`config.mk`:
```
export PLATFORM = sky130hd
export DESIGN_NAME = mii_rx_framer
export DESIGN_NICKNAME = d
export VERILOG_FILES = /design/src/rtl/mii_rx_pkg.sv /design/src/rtl/mii_rx_sync_fsm.sv /design/src/rtl/mii_rx_nibble_packer.sv /design/src/rtl/mii_rx_status.sv /design/src/rtl/mii_rx_framer.sv
export SDC_FILE = /design/constraint.sdc
export NUM_CORES = 1
export LEC_CHECK = 0
export BUFFER_PORTS_ARGS = -buffer_cell sky130_fd_sc_hd__clkbuf_2
export CORE_ASPECT_RATIO = 0.9
export CORE_MARGIN = 1
export CORE_UTILIZATION = 49
export DETAILED_ROUTE_END_ITERATION = 8
export MAX_ROUTING_LAYER = met4
export PLACE_DENSITY = 0.78
export SYNTH_ARGS = -nofsm -noshare
export SYNTH_HDL_FRONTEND = slang
export SYNTH_SLANG_ARGS = --single-unit
```
`constraint.sdc`:
```
create_clock -name clk -period 1.7 [get_ports clk]
set_clock_uncertainty 0.15 [all_clocks]
set_input_delay 0.17 -clock clk [delete_from_list [all_inputs] [get_ports clk]]
set_output_delay 0.17 -clock clk [all_outputs]
set_load 0.02 [all_outputs]
```
`src/rtl/mii_rx_pkg.sv`:
```
// Shared types and defaults for the MII receive frame delineator.
// Assumes a 4-bit nibble interface; the values stay parameters so other
// nibble widths can reuse the same structure.
package mii_rx_pkg;

    localparam int          NIB_W_DEF   = 4;
    localparam logic [3:0]  PRE_NIB_DEF = 4'h5;
    localparam logic [3:0]  SFD_NIB_DEF = 4'hD;

    // Delineation state: hunting, inside preamble, inside data, discarding
    typedef enum logic [1:0] {
        ST_HUNT = 2'd0,
        ST_PRE  = 2'd1,
        ST_DATA = 2'd2,
        ST_DROP = 2'd3
    } rx_state_e;

endpackage

```
`src/rtl/mii_rx_sync_fsm.sv`:
```
// Frame synchroniser: finds the preamble run and the delimiter, then marks
// which nibbles are frame data and when the frame ends or is cancelled.
// Assumes inputs are already synchronous to clk. All outputs are
// combinational decodes of the current state and inputs.
module mii_rx_sync_fsm
    import mii_rx_pkg::*;
#(
    parameter int               NIB_W   = NIB_W_DEF,
    parameter logic [NIB_W-1:0] PRE_NIB = NIB_W'(PRE_NIB_DEF),
    parameter logic [NIB_W-1:0] SFD_NIB = NIB_W'(SFD_NIB_DEF)
) (
    input  logic             clk,
    input  logic             rst_n,
    input  logic [NIB_W-1:0] nib_i,
    input  logic             dv_i,
    input  logic             er_i,
    input  logic             abort_i,
    output logic             frame_go_o,
    output logic             nib_take_o,
    output logic             frame_end_o,
    output logic             abort_hit_o,
    output logic             err_hit_o,
    output logic             dropping_o
);

    rx_state_e state_q, state_nx;
    logic      in_frame;

    // State register
    always_ff @(posedge clk) begin
        if (!rst_n) state_q <= ST_HUNT;
        else        state_q <= state_nx;
    end

    // Next-state decode for hunting, preamble, data and discard
    always_comb begin
        state_nx = state_q;
        unique case (state_q)
            ST_HUNT: begin
                if (dv_i && nib_i == PRE_NIB) state_nx = ST_PRE;
            end
            ST_PRE: begin
                if (!dv_i)                    state_nx = ST_HUNT;
                else if (nib_i == SFD_NIB)    state_nx = ST_DATA;
                else if (nib_i != PRE_NIB)    state_nx = ST_HUNT;
            end
            ST_DATA: begin
                if (!dv_i)                    state_nx = ST_HUNT;
                else if (abort_i)             state_nx = ST_DROP;
            end
            ST_DROP: begin
                if (!dv_i)                    state_nx = ST_HUNT;
            end
            default:                          state_nx = ST_HUNT;
        endcase
    end

    // Per-cycle event decode for the packer and the status tracker
    always_comb begin
        in_frame    = (state_q == ST_DATA) || (state_q == ST_DROP);
        frame_go_o  = (state_q == ST_PRE) && dv_i && (nib_i == SFD_NIB);
        nib_take_o  = (state_q == ST_DATA) && dv_i && !abort_i;
        abort_hit_o = (state_q == ST_DATA) && dv_i && abort_i;
        frame_end_o = in_frame && !dv_i;
        err_hit_o   = in_frame && dv_i && er_i;
        dropping_o  = (state_q == ST_DROP);
    end

endmodule

```
`src/rtl/mii_rx_nibble_packer.sv`:
```
// Nibble packer: pairs accepted data nibbles into bytes, low nibble first,
// and marks the first byte after each delimiter. Outputs are registered.
// Assumes frame_go and nib_take never coincide (guaranteed by the FSM).
module mii_rx_nibble_packer #(
    parameter int NIB_W  = 4,
    localparam int BYTE_W = 2 * NIB_W
) (
    input  logic              clk,
    input  logic              rst_n,
    input  logic              frame_go_i,
    input  logic              nib_take_i,
    input  logic [NIB_W-1:0]  nib_i,
    output logic [BYTE_W-1:0] byte_o,
    output logic              byte_vld_o,
    output logic              sof_o,
    output logic              odd_o
);

    logic [NIB_W-1:0]  low_q;
    logic              half_q;
    logic              first_q;
    logic [BYTE_W-1:0] byte_q;
    logic              vld_q;
    logic              sof_q;

    // Hold the low nibble and the half-byte phase across a frame
    always_ff @(posedge clk) begin
        if (!rst_n) begin
            low_q   <= '0;
            half_q  <= 1'b0;
            first_q <= 1'b0;
        end else if (frame_go_i) begin
            half_q  <= 1'b0;
            first_q <= 1'b1;
        end else if (nib_take_i) begin
            if (!half_q) begin
                low_q  <= nib_i;
                half_q <= 1'b1;
            end else begin
                half_q  <= 1'b0;
                first_q <= 1'b0;
            end
        end
    end

    // Present a completed byte for one cycle with its start marker
    always_ff @(posedge clk) begin
        if (!rst_n) begin
            byte_q <= '0;
            vld_q  <= 1'b0;
            sof_q  <= 1'b0;
        end else begin
            vld_q <= 1'b0;
            sof_q <= 1'b0;
            if (nib_take_i && half_q) begin
                byte_q <= {nib_i, low_q};
                vld_q  <= 1'b1;
                sof_q  <= first_q;
            end
        end
    end

    assign byte_o     = byte_q;
    assign byte_vld_o = vld_q;
    assign sof_o      = sof_q;
    assign odd_o      = half_q;

    AST_BYTE_SPACING: assert property (@(posedge clk) disable iff (!rst_n)
        vld_q |=> !vld_q);
    AST_SOF_ON_BYTE: assert property (@(posedge clk) disable iff (!rst_n)
        sof_q |-> vld_q);

endmodule

```
`src/rtl/mii_rx_status.sv`:
```
// Frame status tracker: collects receive-error and abort events over one
// frame and reports them, with the odd-nibble indication, on a one-cycle
// end-of-frame pulse. Assumes the frame_go/frame_end decode from the FSM.
module mii_rx_status (
    input  logic clk,
    input  logic rst_n,
    input  logic frame_go_i,
    input  logic frame_end_i,
    input  logic err_hit_i,
    input  logic abort_hit_i,
    input  logic odd_i,
    output logic eof_o,
    output logic eof_err_o,
    output logic eof_drb_o,
    output logic eof_abt_o
);

    logic err_q, abt_q;
    logic eof_q, eof_err_q, eof_drb_q, eof_abt_q;

    // Accumulate the per-frame error and abort conditions
    always_ff @(posedge clk) begin
        if (!rst_n) begin
            err_q <= 1'b0;
            abt_q <= 1'b0;
        end else if (frame_go_i) begin
            err_q <= 1'b0;
            abt_q <= 1'b0;
        end else begin
            if (err_hit_i)   err_q <= 1'b1;
            if (abort_hit_i) abt_q <= 1'b1;
        end
    end

    // Issue the end-of-frame pulse with its flags
    always_ff @(posedge clk) begin
        if (!rst_n) begin
            eof_q     <= 1'b0;
            eof_err_q <= 1'b0;
            eof_drb_q <= 1'b0;
            eof_abt_q <= 1'b0;
        end else begin
            eof_q     <= frame_end_i;
            eof_err_q <= frame_end_i && err_q;
            eof_drb_q <= frame_end_i && odd_i && !abt_q;
            eof_abt_q <= frame_end_i && abt_q;
        end
    end

    assign eof_o     = eof_q;
    assign eof_err_o = eof_err_q;
    assign eof_drb_o = eof_drb_q;
    assign eof_abt_o = eof_abt_q;

    AST_DRIBBLE_WITH_EOF: assert property (@(posedge clk) disable iff (!rst_n)
        eof_drb_q |-> eof_q);
    AST_ERROR_WITH_EOF: assert property (@(posedge clk) disable iff (!rst_n)
        eof_err_q |-> eof_q);
    AST_ABORT_WITH_EOF: assert property (@(posedge clk) disable iff (!rst_n)
        eof_abt_q |-> (eof_q && !eof_drb_q));

endmodule

```
`src/rtl/mii_rx_framer.sv`:
```
// MII receive frame delineator top: synchroniser, nibble packer and status
// tracker. Everything runs on the receive clock; inputs are assumed
// synchronous. Output latency is one clock from the sampled nibble.
module mii_rx_framer
    import mii_rx_pkg::*;
(
    input  logic       clk,
    input  logic       rst_n,
    input  logic [3:0] rxd,
    input  logic       rx_dv,
    input  logic       rx_er,
    input  logic       abort_i,
    output logic [7:0] rx_byte,
    output logic       byte_vld,
    output logic       frame_sof,
    output logic       frame_eof,
    output logic       eof_error,
    output logic       eof_dribble,
    output logic       eof_aborted
);

    localparam int NIB_W = NIB_W_DEF;

    logic frame_go, nib_take, frame_end, abort_hit, err_hit, dropping, odd;

    mii_rx_sync_fsm #(
        .NIB_W   (NIB_W),
        .PRE_NIB (PRE_NIB_DEF),
        .SFD_NIB (SFD_NIB_DEF)
    ) u_sync (
        .clk         (clk),
        .rst_n       (rst_n),
        .nib_i       (rxd),
        .dv_i        (rx_dv),
        .er_i        (rx_er),
        .abort_i     (abort_i),
        .frame_go_o  (frame_go),
        .nib_take_o  (nib_take),
        .frame_end_o (frame_end),
        .abort_hit_o (abort_hit),
        .err_hit_o   (err_hit),
        .dropping_o  (dropping)
    );

    mii_rx_nibble_packer #(
        .NIB_W (NIB_W)
    ) u_pack (
        .clk        (clk),
        .rst_n      (rst_n),
        .frame_go_i (frame_go),
        .nib_take_i (nib_take),
        .nib_i      (rxd),
        .byte_o     (rx_byte),
        .byte_vld_o (byte_vld),
        .sof_o      (frame_sof),
        .odd_o      (odd)
    );

    mii_rx_status u_stat (
        .clk         (clk),
        .rst_n       (rst_n),
        .frame_go_i  (frame_go),
        .frame_end_i (frame_end),
        .err_hit_i   (err_hit),
        .abort_hit_i (abort_hit),
        .odd_i       (odd),
        .eof_o       (frame_eof),
        .eof_err_o   (eof_error),
        .eof_drb_o   (eof_dribble),
        .eof_abt_o   (eof_aborted)
    );

    AST_BYTE_NEEDS_DV: assert property (@(posedge clk) disable iff (!rst_n)
        byte_vld |-> $past(rx_dv));
    AST_EOF_AFTER_DV_LOW: assert property (@(posedge clk) disable iff (!rst_n)
        frame_eof |-> !$past(rx_dv));
    AST_NO_BYTE_AFTER_ABORT: assert property (@(posedge clk) disable iff (!rst_n)
        (abort_hit || dropping) |=> !byte_vld);
    AST_SOF_EOF_APART: assert property (@(posedge clk) disable iff (!rst_n)
        $onehot0({frame_sof, frame_eof}));

endmodule

```
Word level (Yosys, flattened, before mapping)
Index checks and enable logic that the tools add are counted.

Bits in registers: 24. Output and inout port bits: 14. Logic and storage cells: 65.

Equality and inequality tests: 10. Muxes and demuxes: 13. Bitwise logic cells: 3. Reduce and logical (&&, ||, !) cells: 26.

Operators with widths (number): $logic_and 1x1->1 (14); $mux 2 (7); $ne 4x3->1 const B (2); $pmux 2 s4 (1); $mux 1 (5); $eq 2x2->1 const B (2); $eq 4x3->1 const B (1); $eq 4x4->1 const B (1); $reduce_and 2->1 (2); $reduce_and 4->1 (1); $reduce_bool 2->1 (2); $logic_not 1->1 (3); $ne 3x3->1 const B (1); $not 1->1 (3); $reduce_and 3->1 (1); $eq 2x1->1 const B (1); $logic_not 2->1 (1); $ne 2x1->1 const B (1); $ne 2x2->1 const B (1); $reduce_or 2->1 (1); $logic_or 1x1->1 (1).

Depth between registers and ports, before layout
Depth in word-level cells: 5. Depth in mapped cells: 5. Mapped depth without buffers: 3.

Cells and area by module
From an unflattened synthesis, not the netlist that was laid out.

Cells, all modules: 97. Area total of the unflattened synthesis: 991.0 µm².

By module, submodules not included: mii_rx_nibble_packer (times used 1, cells each 65, area an instance 655.6 µm², seq. area each 320.3 µm²); mii_rx_status (times used 1, cells each 15, area an instance 173.9 µm², seq. area each 120.1 µm²); mii_rx_sync_fsm (times used 1, cells each 17, area an instance 161.4 µm², seq. area each 40.0 µm²).

Least setup slack after synthesis
Ideal clock, no wire load.

Path kind: reg-to-reg. Start point: register u_sync.state_q[1]. End point: register u_pack.sof_q, in the netlist u_pack.sof_o. Setup time: 0.116 ns. Data arrival time: 1.011 ns. Data required time: 1.434 ns. Slack: 0.423 ns. Stages on the path, launching flop included: 6. Period minus slack after synthesis: 1.277 ns. Cell sequence: dfxtp_1 and2_4 buf_6 and3_4 buf_8 and3_1.

Longest elaborated chain between the ends: 5.

Ends and longest elaborated chain: start, declared (RTL line mii_rx_sync_fsm.sv:26) `rx_state_e state_q, state_nx;`; start signal, assigned (RTL line mii_rx_sync_fsm.sv:32) `else state_q <= state_nx;`; $eq 2x2->1 (RTL line mii_rx_sync_fsm.sv:62) `nib_take_o = (state_q == ST_DATA) && dv_i && !abort_i;`; $logic_and 1x1->1 (2 in a row) (RTL line mii_rx_sync_fsm.sv:62); $logic_and 1x1->1 (RTL line mii_rx_nibble_packer.sv:55) `if (nib_take_i && half_q) begin`; $reduce_and 2->1 (no source line); end signal, assigned (RTL line mii_rx_nibble_packer.sv:58) `sof_q <= first_q;`; end, declared (RTL line mii_rx_nibble_packer.sv:24) `logic sof_q;`.

No other way between the ends. A chain may end at the register's enable or synchronous reset.

Worst setup path after layout
Start point: input port abort_i. End point: register u_pack.byte_q[0], in the netlist u_pack.byte_o[0].

Longest elaborated chain between the ends: 3.

Ends and longest elaborated chain: start, declared (RTL line mii_rx_framer.sv:12) `input logic abort_i,`; $logic_not 1->1 (RTL line mii_rx_sync_fsm.sv:62); $logic_and 1x1->1 (RTL line mii_rx_sync_fsm.sv:62); $logic_and 1x1->1 (RTL line mii_rx_nibble_packer.sv:55); end signal, assigned (RTL line mii_rx_nibble_packer.sv:56) `byte_q <= {nib_i, low_q};`; end, declared (RTL line mii_rx_nibble_packer.sv:22) `logic [BYTE_W-1:0] byte_q;`.

No other way between the ends.

==> out/summary.txt <==
worst path cell trace: dlygate4sd3_1 -> clkbuf_2 -> nor2_1 -> and3_4 -> mux2i_1
nets@finish: 127
Reg clk slew, reported paths: 0.12 ns
Mapped Nets: 95
Main synth FF type: dfxtp_1
most frequent cell after synthesis: dfxtp_1
synth top area cells: dfxtp_1 (54%), mux2i_1 (14%), nand2_1 (7.6%), nor2_1 (2.5%), buf_8 (1.7%)
Post-synth EDFFs: 0
Final Setup Violations: 0
number of setup buffers added after CTS: 0
vias in the first global route: 690
DRC: 0
Port Buf Inserts: 22
routed vias: 708
net switching power: 0.000178 W
status: finished, final reports clean
Final Wtd Congestion: 0.737
Setup crit end kind: flop
leakage power: 0.493 nW
worst setup margin: 0.170 ns
setup TNS: 0 ns
Power Total: 0.000847 W
number of max-cap violations: 0
die footprint: 0.00198 mm²
largest net degree at the start of global routing: 22
DP Cell Count: 129
Worst Hold Path EP: u_pack.byte_o[2]
Seq cells post-synth: 24
fin cells: 140
number of vias per cell: 5.06
initial core utilization: 52.7%
count of final hold-check violations: 0
Routed wire per std cell: 11.5 µm
layout cells sized above 1: 25.0%
n_diodes: 0
Final Max Tran Viols: 0
Setup crit start kind: primary input
pwr/cell area: 772 mW/mm²
async set-reset flop share out of synthesis: 0%
relative slew slack: 73.4%
Hold Path Class: flop to flop
max reg flops: 8
clock root buffer: clkbuf_4
HPWL after detailed placement: 1.13 mm
clk_lat worst skew: 0.30 ns
largest area contributor in the synthesized netlist: dfxtp_1
Yosys top cell area share: 54.2%
CP top delay family: buffers and inverters
antenna-violating nets left: 0
Switching Fraction: 21.1%
row count: 14
f_max: 654 MHz
Post-Syn Instances: 86
cell internal pwr: 0.000669 W
CTS max path bufs: 2
clock share of power: 28.0%
crit path max-delay cell type: dlygate4sd3_1
sequential fraction of the synthesis area: 54.2%
Core ar.: 0.00168 mm²
Reg power frac: 66.4%
Commonest cells post-synth: dfxtp_1 (24), nand2_1 (18), mux2i_1 (12)
1st-iter DRT viols: 38
syn avg cell area: 10.3 µm²
CP arrival: 1.62 ns
Die H: 42.3 µm
total CTS buffers: 3
CTS tree: built
Placement Setup Slack: 0.371 ns
global-route wire length before repair: 2.79 mm
reg2reg start: u_sync.state_q[0]
CP bufs+invs: 2
Fin Hold WS: 0.316 ns
Worst Setup SP: abort_i
clk sinks: 24
GRT Overall Usage: 20.2%
RSZ-0062 raised after global routing: false
Cell Area, Synth: 886 µm²
worst endpoint required time: 1.79 ns
Die W: 46.8 µm
crit-path max cell delay: 0.54 ns
count of different cell masters after synthesis: 27
final worst-path cycle share: 90.0%
drt total wl: 1.61 mm
I/O Pins: 23
type of the worst setup path: primary input to flop
synthesis warning total: 0
grt ovf: 0
worst hold path depth: 2
H-tree depth: 1
Worst Tran Pin Value: 0.398 ns
VDD IR max: 0.381 mV
Worst R2R End: u_pack.byte_o[0]
hold path start: u_pack.byte_o[2]
initial antenna violation count: 0
first-pass iteration count of the detailed router: 6
Logic pwr share: 5.6%
R2R cell count: 3
Tmin final: 1.53 ns
synthesis-to-finish area growth: 23.9%
Max FO, Critical Path: 8
Reg2Reg Setup Slack: 0.32 ns
==> worst min-delay path, stage by stage (launching register included) <==
cell and delay (ns):
dfxtp_1 0.33, nand2_1 0.05, mux2i_1 0.05
==> routing by layer <==
metal  routed length (µm)  GRT usage, %
met1                  768          26.7
met2                  724          28.9
met3                   62          3.88
met4                   54          10.3
met5                    0             -
==> power groups by stage <==
stage                     clock [W]  sequential (W)  combinational [W]
after global placement            0        0.000575          0.0000312
final                      0.000237        0.000563          0.0000476
after global routing       0.000267        0.000563          0.0000530
after CTS                  0.000253        0.000563          0.0000470
after detailed placement          0        0.000575          0.0000321
after floorplan                   0        0.000575          0.0000155
==> metrics by stage <==
stage	utilization (%)	instance area [µm²]
2_1_floorplan	-	886
3_3_place_gp	59.2	995
3_5_place_dp	59.2	995
4_1_cts	65.3	1100
5_1_grt	65.3	1100
6_report	65.3	1100
==> cells in the final DEF (no fill, tap or decap), types with 2 or more instances in the layout <==
cell | synthesis | final
dlygate4sd3_1 | 0 | 8
nand2_1 | 18 | 18
dfxtp_1 | 24 | 24
clkbuf_2 | 0 | 22
and2_1 | 2 | 2
mux2i_1 | 12 | 12
clkbuf_4 | 0 | 3
inv_1 | 2 | 2
nor2_1 | 6 | 6
a21oi_1 | 2 | 2
==> worst max path at each step <==
| stage | endpoint | slack [ns] | cells after the start |
|---|---|---|---|
| after floorplan | u_pack.sof_o | 0.42 | 5 |
| after global placement | u_pack.byte_o[2] | 0.45 | 3 |
| after detailed placement | u_pack.byte_o[5] | 0.37 | 3 |
| after CTS | u_pack.byte_o[4] | 0.22 | 5 |
| after global routing | u_pack.byte_o[1] | 0.14 | 5 |
| final | u_pack.byte_o[0] | 0.17 | 5 |
==> layout make-up <==
| cell class | instances | area (µm²) |
|---|---|---|
| clock buffers | 3 | 22.5 |
| fillers | 149 | 584 |
| inverters | 2 | 7.51 |
| multi-input cells | 56 | 359 |
| flip-flops and latches | 24 | 480 |
| well taps | 24 | 30.0 |
| repair buffers | 31 | 198 |
==> cell families after synthesis <==
kind of cell / after synthesis / share of synthesized area, %
multiplexers: 12 / 13.6
AO/OA/AOI/OAI: 8 / 6.22
AND/OR/NAND/NOR: 36 / 20.8
buffers and inverters: 6 / 5.23
flip-flops: 24 / 54.2
==> what timing repair did <==
item	CTS	global route
gates resized for setup	0	0
hold buffers	8	0
endpoints found under the setup margin	0	0
hold endpoints to repair	13	0
Power figures use the tool's default switching activity.
